File: src/rtl/ptw_pkg.sv
package ptw_pkg;
  localparam int ENT_W  = 64;
  localparam int B_PRES = 0;
  localparam int B_WR   = 1;
  localparam int B_USR  = 2;
  localparam int B_ACC  = 5;
  localparam int B_DRT  = 6;
  localparam int B_BIG  = 7;
  localparam int B_NOX  = 63;

  typedef enum logic [2:0] {
    CAUSE_NONE  = 3'd0,
    CAUSE_ABSNT = 3'd1,
    CAUSE_RSVD  = 3'd2,
    CAUSE_USER  = 3'd3,
    CAUSE_WRITE = 3'd4,
    CAUSE_EXEC  = 3'd5
  } cause_e;

  typedef enum logic [2:0] {
    ST_IDLE, ST_READ, ST_EVAL, ST_WBACK, ST_RESP
  } walk_st_e;

  typedef struct packed {
    logic w;
    logic u;
    logic nx;
  } perm_t;
endpackage

File: src/rtl/ptw_addr_gen.sv
module ptw_addr_gen #(
  parameter int LEVELS = 4,
  parameter int IDX_W  = 9,
  parameter int OFF_W  = 12,
  parameter int PA_W   = 52,
  localparam int VA_W  = OFF_W + LEVELS * IDX_W,
  localparam int LVL_W = $clog2(LEVELS)
) (
  input  logic [PA_W-1:0]  tbl_base,
  input  logic [VA_W-1:0]  vaddr,
  input  logic [LVL_W-1:0] lvl,
  output logic [PA_W-1:0]  ent_addr
);
  localparam int ENT_LG = 3;

  // index field for a level: top level takes the highest field
  function automatic logic [IDX_W-1:0] level_index(input logic [VA_W-1:0] va,
                                                   input logic [LVL_W-1:0] l);
    int sh;
    sh = OFF_W + IDX_W * (LEVELS - 1 - int'(l));
    return IDX_W'(va >> sh);
  endfunction

  function automatic logic [PA_W-1:0] slot_addr(input logic [PA_W-1:0] base,
                                                input logic [IDX_W-1:0] idx);
    logic [PA_W-1:0] a;
    a = base;
    a[OFF_W-1:0] = '0;
    return a | (PA_W'(idx) << ENT_LG);
  endfunction

  assign ent_addr = slot_addr(tbl_base, level_index(vaddr, lvl));
endmodule

File: src/rtl/ptw_entry_chk.sv
module ptw_entry_chk
  import ptw_pkg::*;
#(
  parameter int LEVELS = 4,
  localparam int LVL_W = $clog2(LEVELS)
) (
  input  logic [ENT_W-1:0] ent,
  input  logic [LVL_W-1:0] lvl,
  input  perm_t            acc_in,
  input  logic             is_write,
  input  logic             is_exec,
  input  logic             is_user,
  output perm_t            eff,
  output logic             final_lvl,
  output cause_e           cause,
  output logic             need_wb,
  output logic [ENT_W-1:0] wb_ent
);
  logic present, big, at_top, at_leaf;
  logic unused_ent;

  assign present = ent[B_PRES];
  assign big     = ent[B_BIG];
  assign at_top  = (lvl == '0);
  assign at_leaf = (lvl == LVL_W'(LEVELS - 1));

  // permissions narrow along the path
  assign eff.w  = acc_in.w & ent[B_WR];
  assign eff.u  = acc_in.u & ent[B_USR];
  assign eff.nx = acc_in.nx | ent[B_NOX];

  assign final_lvl = at_leaf | (big & !at_top);

  always_comb begin
    cause = CAUSE_NONE;
    if (!present)                   cause = CAUSE_ABSNT;
    else if (big && at_top)         cause = CAUSE_RSVD;
    else if (final_lvl) begin
      if (is_user && !eff.u)        cause = CAUSE_USER;
      else if (is_write && !eff.w)  cause = CAUSE_WRITE;
      else if (is_exec && eff.nx)   cause = CAUSE_EXEC;
    end
  end

  always_comb begin
    wb_ent = ent;
    wb_ent[B_ACC] = 1'b1;
    if (is_write) wb_ent[B_DRT] = 1'b1;
  end
  assign need_wb = (wb_ent != ent);

  assign unused_ent = ^ent;
endmodule

File: src/rtl/ptw_phys_calc.sv
module ptw_phys_calc
  import ptw_pkg::*;
#(
  parameter int LEVELS = 4,
  parameter int IDX_W  = 9,
  parameter int OFF_W  = 12,
  parameter int PA_W   = 52,
  localparam int VA_W  = OFF_W + LEVELS * IDX_W,
  localparam int LVL_W = $clog2(LEVELS)
) (
  input  logic [ENT_W-1:0] ent,
  input  logic [VA_W-1:0]  vaddr,
  input  logic [LVL_W-1:0] lvl,
  output logic [PA_W-1:0]  paddr,
  output logic [LVL_W-1:0] size
);
  // number of untranslated low bits when the walk ends at level l
  function automatic int pass_bits(input logic [LVL_W-1:0] l);
    return OFF_W + IDX_W * (LEVELS - 1 - int'(l));
  endfunction

  function automatic logic [PA_W-1:0] join_addr(input logic [PA_W-1:0] frame,
                                                input logic [VA_W-1:0] va,
                                                input int n);
    logic [PA_W-1:0] hi;
    hi = {PA_W{1'b1}} << n;
    return (frame & hi) | (PA_W'(va) & ~hi);
  endfunction

  assign paddr = join_addr(ent[PA_W-1:0], vaddr, pass_bits(lvl));
  assign size  = LVL_W'(LEVELS - 1) - lvl;
endmodule

File: src/rtl/ptw_top.sv
module ptw_top
  import ptw_pkg::*;
#(
  parameter int LEVELS = 4,
  parameter int IDX_W  = 9,
  parameter int OFF_W  = 12,
  parameter int PA_W   = 52,
  localparam int VA_W  = OFF_W + LEVELS * IDX_W,
  localparam int LVL_W = $clog2(LEVELS)
) (
  input  logic              clk,
  input  logic              rst_n,
  input  logic [PA_W-1:0]   root_base,
  input  logic              req_valid,
  output logic              req_ready,
  input  logic [VA_W-1:0]   req_vaddr,
  input  logic              req_write,
  input  logic              req_exec,
  input  logic              req_user,
  output logic              rsp_valid,
  output logic              rsp_fault,
  output logic [2:0]        rsp_cause,
  output logic [VA_W-1:0]   rsp_fault_va,
  output logic [PA_W-1:0]   rsp_paddr,
  output logic [LVL_W-1:0]  rsp_size,
  output logic              rsp_w,
  output logic              rsp_x,
  output logic              rsp_u,
  output logic              mem_req,
  output logic              mem_we,
  output logic [PA_W-1:0]   mem_addr,
  output logic [ENT_W-1:0]  mem_wdata,
  input  logic              mem_ack,
  input  logic [ENT_W-1:0]  mem_rdata
);
  walk_st_e          state;
  logic [LVL_W-1:0]  lvl_q;
  logic [PA_W-1:0]   base_q;
  logic [VA_W-1:0]   va_q;
  logic              wr_q, ex_q, us_q;
  logic [ENT_W-1:0]  ent_q;
  perm_t             acc_q;
  logic [ENT_W-1:0]  wb_q;

  logic              fault_q;
  cause_e            cause_q;
  logic [VA_W-1:0]   fva_q;
  logic [PA_W-1:0]   pa_q;
  logic [LVL_W-1:0]  size_q;
  perm_t             perm_q;

  logic [PA_W-1:0]   slot_addr;
  perm_t             eff;
  logic              final_lvl;
  cause_e            cause;
  logic              need_wb;
  logic [ENT_W-1:0]  wb_ent;
  logic [PA_W-1:0]   pa_calc;
  logic [LVL_W-1:0]  size_calc;

  // named events for the checker
  logic walk_fault_w, leaf_done_w, step_down_w, accept_w;

  ptw_addr_gen #(.LEVELS(LEVELS), .IDX_W(IDX_W), .OFF_W(OFF_W), .PA_W(PA_W)) u_addr (
    .tbl_base (base_q),
    .vaddr    (va_q),
    .lvl      (lvl_q),
    .ent_addr (slot_addr)
  );

  ptw_entry_chk #(.LEVELS(LEVELS)) u_chk_ent (
    .ent       (ent_q),
    .lvl       (lvl_q),
    .acc_in    (acc_q),
    .is_write  (wr_q),
    .is_exec   (ex_q),
    .is_user   (us_q),
    .eff       (eff),
    .final_lvl (final_lvl),
    .cause     (cause),
    .need_wb   (need_wb),
    .wb_ent    (wb_ent)
  );

  ptw_phys_calc #(.LEVELS(LEVELS), .IDX_W(IDX_W), .OFF_W(OFF_W), .PA_W(PA_W)) u_phys (
    .ent   (ent_q),
    .vaddr (va_q),
    .lvl   (lvl_q),
    .paddr (pa_calc),
    .size  (size_calc)
  );

  assign accept_w     = (state == ST_IDLE) && req_valid;
  assign walk_fault_w = (state == ST_EVAL) && (cause != CAUSE_NONE);
  assign leaf_done_w  = (state == ST_EVAL) && (cause == CAUSE_NONE) && final_lvl;
  assign step_down_w  = (state == ST_EVAL) && (cause == CAUSE_NONE) && !final_lvl;

  always_ff @(posedge clk or negedge rst_n) begin
    if (!rst_n) begin
      state   <= ST_IDLE;
      lvl_q   <= '0;
      base_q  <= '0;
      va_q    <= '0;
      wr_q    <= 1'b0;
      ex_q    <= 1'b0;
      us_q    <= 1'b0;
      ent_q   <= '0;
      acc_q   <= '0;
      wb_q    <= '0;
      fault_q <= 1'b0;
      cause_q <= CAUSE_NONE;
      fva_q   <= '0;
      pa_q    <= '0;
      size_q  <= '0;
      perm_q  <= '0;
    end else begin
      unique case (state)
        ST_IDLE: if (accept_w) begin
          va_q   <= req_vaddr;
          wr_q   <= req_write;
          ex_q   <= req_exec;
          us_q   <= req_user;
          base_q <= root_base;
          lvl_q  <= '0;
          acc_q  <= '{w: 1'b1, u: 1'b1, nx: 1'b0};
          state  <= ST_READ;
        end
        ST_READ: if (mem_ack) begin
          ent_q <= mem_rdata;
          state <= ST_EVAL;
        end
        ST_EVAL: begin
          if (walk_fault_w) begin
            fault_q <= 1'b1;
            cause_q <= cause;
            fva_q   <= va_q;
            pa_q    <= '0;
            size_q  <= '0;
            perm_q  <= '{w: 1'b0, u: 1'b0, nx: 1'b1};
            state   <= ST_RESP;
          end else if (leaf_done_w) begin
            fault_q <= 1'b0;
            cause_q <= CAUSE_NONE;
            fva_q   <= '0;
            pa_q    <= pa_calc;
            size_q  <= size_calc;
            perm_q  <= eff;
            wb_q    <= wb_ent;
            state   <= need_wb ? ST_WBACK : ST_RESP;
          end else begin
            acc_q  <= eff;
            base_q <= {ent_q[PA_W-1:OFF_W], {OFF_W{1'b0}}};
            lvl_q  <= lvl_q + 1'b1;
            state  <= ST_READ;
          end
        end
        ST_WBACK: if (mem_ack) state <= ST_RESP;
        ST_RESP:  state <= ST_IDLE;
        default:  state <= ST_IDLE;
      endcase
    end
  end

  assign req_ready    = (state == ST_IDLE);
  assign rsp_valid    = (state == ST_RESP);
  assign rsp_fault    = fault_q;
  assign rsp_cause    = cause_q;
  assign rsp_fault_va = fva_q;
  assign rsp_paddr    = pa_q;
  assign rsp_size     = size_q;
  assign rsp_w        = perm_q.w;
  assign rsp_u        = perm_q.u;
  assign rsp_x        = !perm_q.nx;

  assign mem_req   = (state == ST_READ) || (state == ST_WBACK);
  assign mem_we    = (state == ST_WBACK);
  assign mem_addr  = slot_addr;
  assign mem_wdata = wb_q;
endmodule

File: config.mk
export PLATFORM = sky130hd
export DESIGN_NAME = ptw_top
export DESIGN_NICKNAME = d
export VERILOG_FILES = /design/src/rtl/ptw_pkg.sv /design/src/rtl/ptw_addr_gen.sv /design/src/rtl/ptw_entry_chk.sv /design/src/rtl/ptw_phys_calc.sv /design/src/rtl/ptw_top.sv
export SDC_FILE = /design/constraint.sdc
export NUM_CORES = 1
export LEC_CHECK = 0
export BUFFER_PORTS_ARGS = -buffer_cell sky130_fd_sc_hd__buf_2
export CORE_MARGIN = 8
export CORE_UTILIZATION = 40
export CTS_CLUSTER_DIAMETER = 80
export CTS_CLUSTER_SIZE = 20
export DETAILED_ROUTE_END_ITERATION = 10
export PLACE_DENSITY = 0.66
export REMOVE_ABC_BUFFERS = 1
export SYNTH_ARGS = -nofsm -noshare
export SYNTH_HDL_FRONTEND = slang
export SYNTH_SLANG_ARGS = --single-unit
File: constraint.sdc
create_clock -name clk -period 2.4 [get_ports clk]
set_input_delay 0.12 -clock clk [delete_from_list [all_inputs] [get_ports clk]]
set_output_delay 0.12 -clock clk [all_outputs]
set_load 0.005 [all_outputs]
==> results.yml <==
routing:
  wl_per_cell_um: 21.24
  wirelength_met1_um: 19860
  via_per_inst: 5.162
  drtIter0Drc: 584
  num_vias: 11790
  ant_nets: 0
  highest_layer: "met5"
  routed_wl_um: 48500
  wl_met2_um: 23440
  drcViolationCount: 0
  first_pass_iters: 5
  dr_wl_met3_um: 3626
setup_path:
  worstPathArrival_ns: 2.25
  cp_cell_sequence: "inv_1, ha_4, buf_12, mux4_2, o22ai_2, buf_2"
  crit_fanout: 20
  crit_family: "buffers and inverters"
  cpPeakStageDelay_ns: 0.44
  crit_path_end_kind: "primary output"
  crit_buf_inv: 3
  critPathSlowestCell: "dfrtp_2"
  worstPathRequired_ns: 2.28
  criticalPathCategory: "reg -> out"
  start_kind: "register"
placement:
  dp_hpwl_um: 33930
  gp_congestion: 0.8105
  port_buffers: 384
  dp_cells: 2092
clock_network:
  clk_pin_slew_ns: 0.09
  ctsLongestPathBuffers: 3
  postCtsSetupBuffers: 0
  h-tree-depth: 1
  cts_buffers: 22
  cts.sinks: 336
  cts_tree: "yes"
  clock_tree.root_cell: "clkbuf_16"
  clk_latency_ns: 0.54
layout:
  fillCellCount: 3039
  layout_commonest_cell: "buf_2"
  syn2layout_area_growth_pct: 34.91
  num_antenna_cells: 0
  finalNetCount: 1990
  mostFrequentLayoutCells: "buf_2 (383), dfrtp_1 (334), nand2_1 (299), dlygate4sd3_1 (158), o21ai_0 (117)"
  drive_gt1_frac: 0.3445
  layout.cells.non_filler: 2284
sta:
  finalMaxSlewViolations: 0
  max_freq_mhz: 421.7
  hold_viol_final: 0
  fin_hold_ws_ns: 0.06694
  fin_skew_ns: 0.01513
  finalCritPeriodShare: 0.9881
  tightest_slew_ns: 0.6810
  layout_min_cycle_time_ns: 2.371
  rsz0062_at_grt: "true"
  setup_viol: 0
  slew_headroom: 0.5460
pwr:
  power_mw: 22.22
  clock_power_share: 0.181
  peakVddDrop_uv: 518.7
  intPower_mw: 14.00
  p_per_area_nw_per_um2: 1136
  p_leak_nw: 9.752
  sequentialPowerShare: 0.434
  swShare: 0.3702
  combPwrFrac: 0.385
  netSwitchingPower_mw: 8.225
global_routing:
  grt_start_max_net_pins: 76
  grt_pass1_vias: 12430
  grtUsageTotal: 0.2220
  antenna_found_initial: 2
  grt-ovfl-total: 0
  grt_pass1_wl_um: 73600
yosys:
  synth_top_area_frac: 0.5801
  synth.avg_cell_area_um2: 11.33
  synth_area_leaders: "dfrtp_1 (58%), mux2_2 (8.5%), nand2_1 (7.7%), mux2i_1 (6.3%), o21ai_0 (4.1%)"
  syn_area_um2: 14500
  synth-seq-cells: 336
  ys_types: 54
  synth_edf_count: 0
  yosys_warnings: 0
  ys_seq_area_frac: 0.5801
  syn_inst: 1279
  yosysTopAreaCell: "dfrtp_1"
  synthArstFlopShare: 1.000
  ys.flop_type: "dfrtp_1"
run_status:
  status: "complete, no violations"
floorplan:
  core_area_um2: 35660
  fp.dieH_um: 206.4
  rows: 69
  die_x_um: 206.4
  start_util: 0.4065
  io_pins: 400
  die_area_um2: 42580
hold_path:
  hold_class: "in -> reg"
flow_run:
  drv_cap: 0
## metal layers
layer / vias up / global-route usage
li1: 5471 / -
met4: 2 / 0.07042
met2: 375 / 0.3777
met1: 5863 / 0.2735
met3: 78 / 0.05705
met5: - / 0
## cell families (layout without fill, tap and decap cells)
logic type / count (synthesis) / count (layout) / share of synthesized area
adders and majority gates: 6 / 6 / 0.005179
muxes: 213 / 213 / 0.1669
buffers and inverters: 103 / 645 / 0.03548
DFF: 336 / 336 / 0.5801
AOI/OAI and AO/OA: 208 / 208 / 0.09417
other: 1 / 3 / 0.0002587
and+or+nand+nor: 412 / 412 / 0.1179
## cell usage after synthesis, drive strengths merged (3+ instances only)
cell	n
nor2	37
a32o	3
a22o	14
nor3	3
o22ai	9
inv	15
o21ai	120
mux2i	91
nand3	52
o2bb2ai	20
a22oi	4
nand2	299
a21oi	10
nor2b	5
ha	6
and2	4
a211oi	9
mux4	12
a311oi	4
dfrtp	336
buf	61
clkbuf	27
nand2b	4
mux2	110
nor3b	4
## worst register-to-register path, delay by kind of cell, from the launching register on
| kind | cells | cell delay [ns] |
|---|---|---|
| AO/OA/AOI/OAI | 1 | 0.21 |
| adder cells (fa/ha/maj) | 1 | 0.31 |
| buffers and inverters | 1 | 0.33 |
| flip-flops | 1 | 0.42 |
| AND/OR/NAND/NOR | 3 | 0.89 |
## per-stage QoR
step	setup TNS, ns	setup slack [ns]	utilization	area [um^2]
2_1_floorplan	-769.63	-3.761	-	14040
3_3_place_gp	0	0.2084	0.4820	17190
3_5_place_dp	0	0.1409	0.4820	17190
4_1_cts	-0.01057	-0.01057	0.5477	19530
5_1_grt	-0.1162	-0.04362	0.5484	19560
6_report	0	0.02859	0.5484	19560
## power by group through the flow
| stage | registers [mW] | clock network (mW) | logic (mW) |
|---|---|---|---|
| floorplan | 9.26 | 0 | 4.59 |
| CTS | 9.65 | 4.16 | 8.63 |
| finish | 9.64 | 4.03 | 8.55 |
| global placement | 9.65 | 0 | 8.13 |
| global route | 9.96 | 4.31 | 9.39 |
| detailed placement | 9.75 | 0 | 8.30 |
## state kept, by name, summed over array words and instances, names as in the netlist, 2 cells and up
register / flops
acc_q: 3
base_q: 40
ent_q: 64
lvl_q: 2
mem_wdata: 64
rsp_cause: 3
rsp_fault_va: 48
rsp_paddr: 52
rsp_size: 2
state: 3
va_q: 48
## timing repair
action                                 4_1_cts  5_1_grt
gates cloned                                 0        0
gates resized for setup                     10        5
pin swaps                                    0        0
hold buffers                               158        0
setup endpoints to repair                    9       22
endpoints found under the hold margin      215        0
## worst paths after layout
path,start,endpoint,slack [ns],cells past startpoint
worst max-delay path,lvl_q[1]$_DFFE_PN0P_,mem_addr[4],0.03,6
worst max register to register,lvl_q[0]$_DFFE_PN0P_,base_q[31]$_DFFE_PN0P_,0.11,6
worst min-delay path,mem_ack,state[1]$_DFFE_PN0P_,0.07,4
min in group asynchronous,rst_n,base_q[38]$_DFFE_PN0P_,0.16,2
max in group asynchronous,rst_n,rsp_paddr[49]$_DFFE_PN0P_,1.42,3
worst min register to register,mem_wdata[6]$_DFFE_PN0P_,mem_wdata[6]$_DFFE_PN0P_,0.47,2
## area by class of cell
class	count	area (um^2)	area share
Tap cell	461	576.8	0.02950
Timing Repair Buffer	596	4105	0.2099
Sequential cell	336	8411	0.4301
Multi-Input combinational cell	842	5693	0.2911
Clock buffer	27	610.6	0.03122
Inverter	15	56.30	0.002879
Clock inverter	7	102.6	0.005247
(Power assumes the default switching activity.)
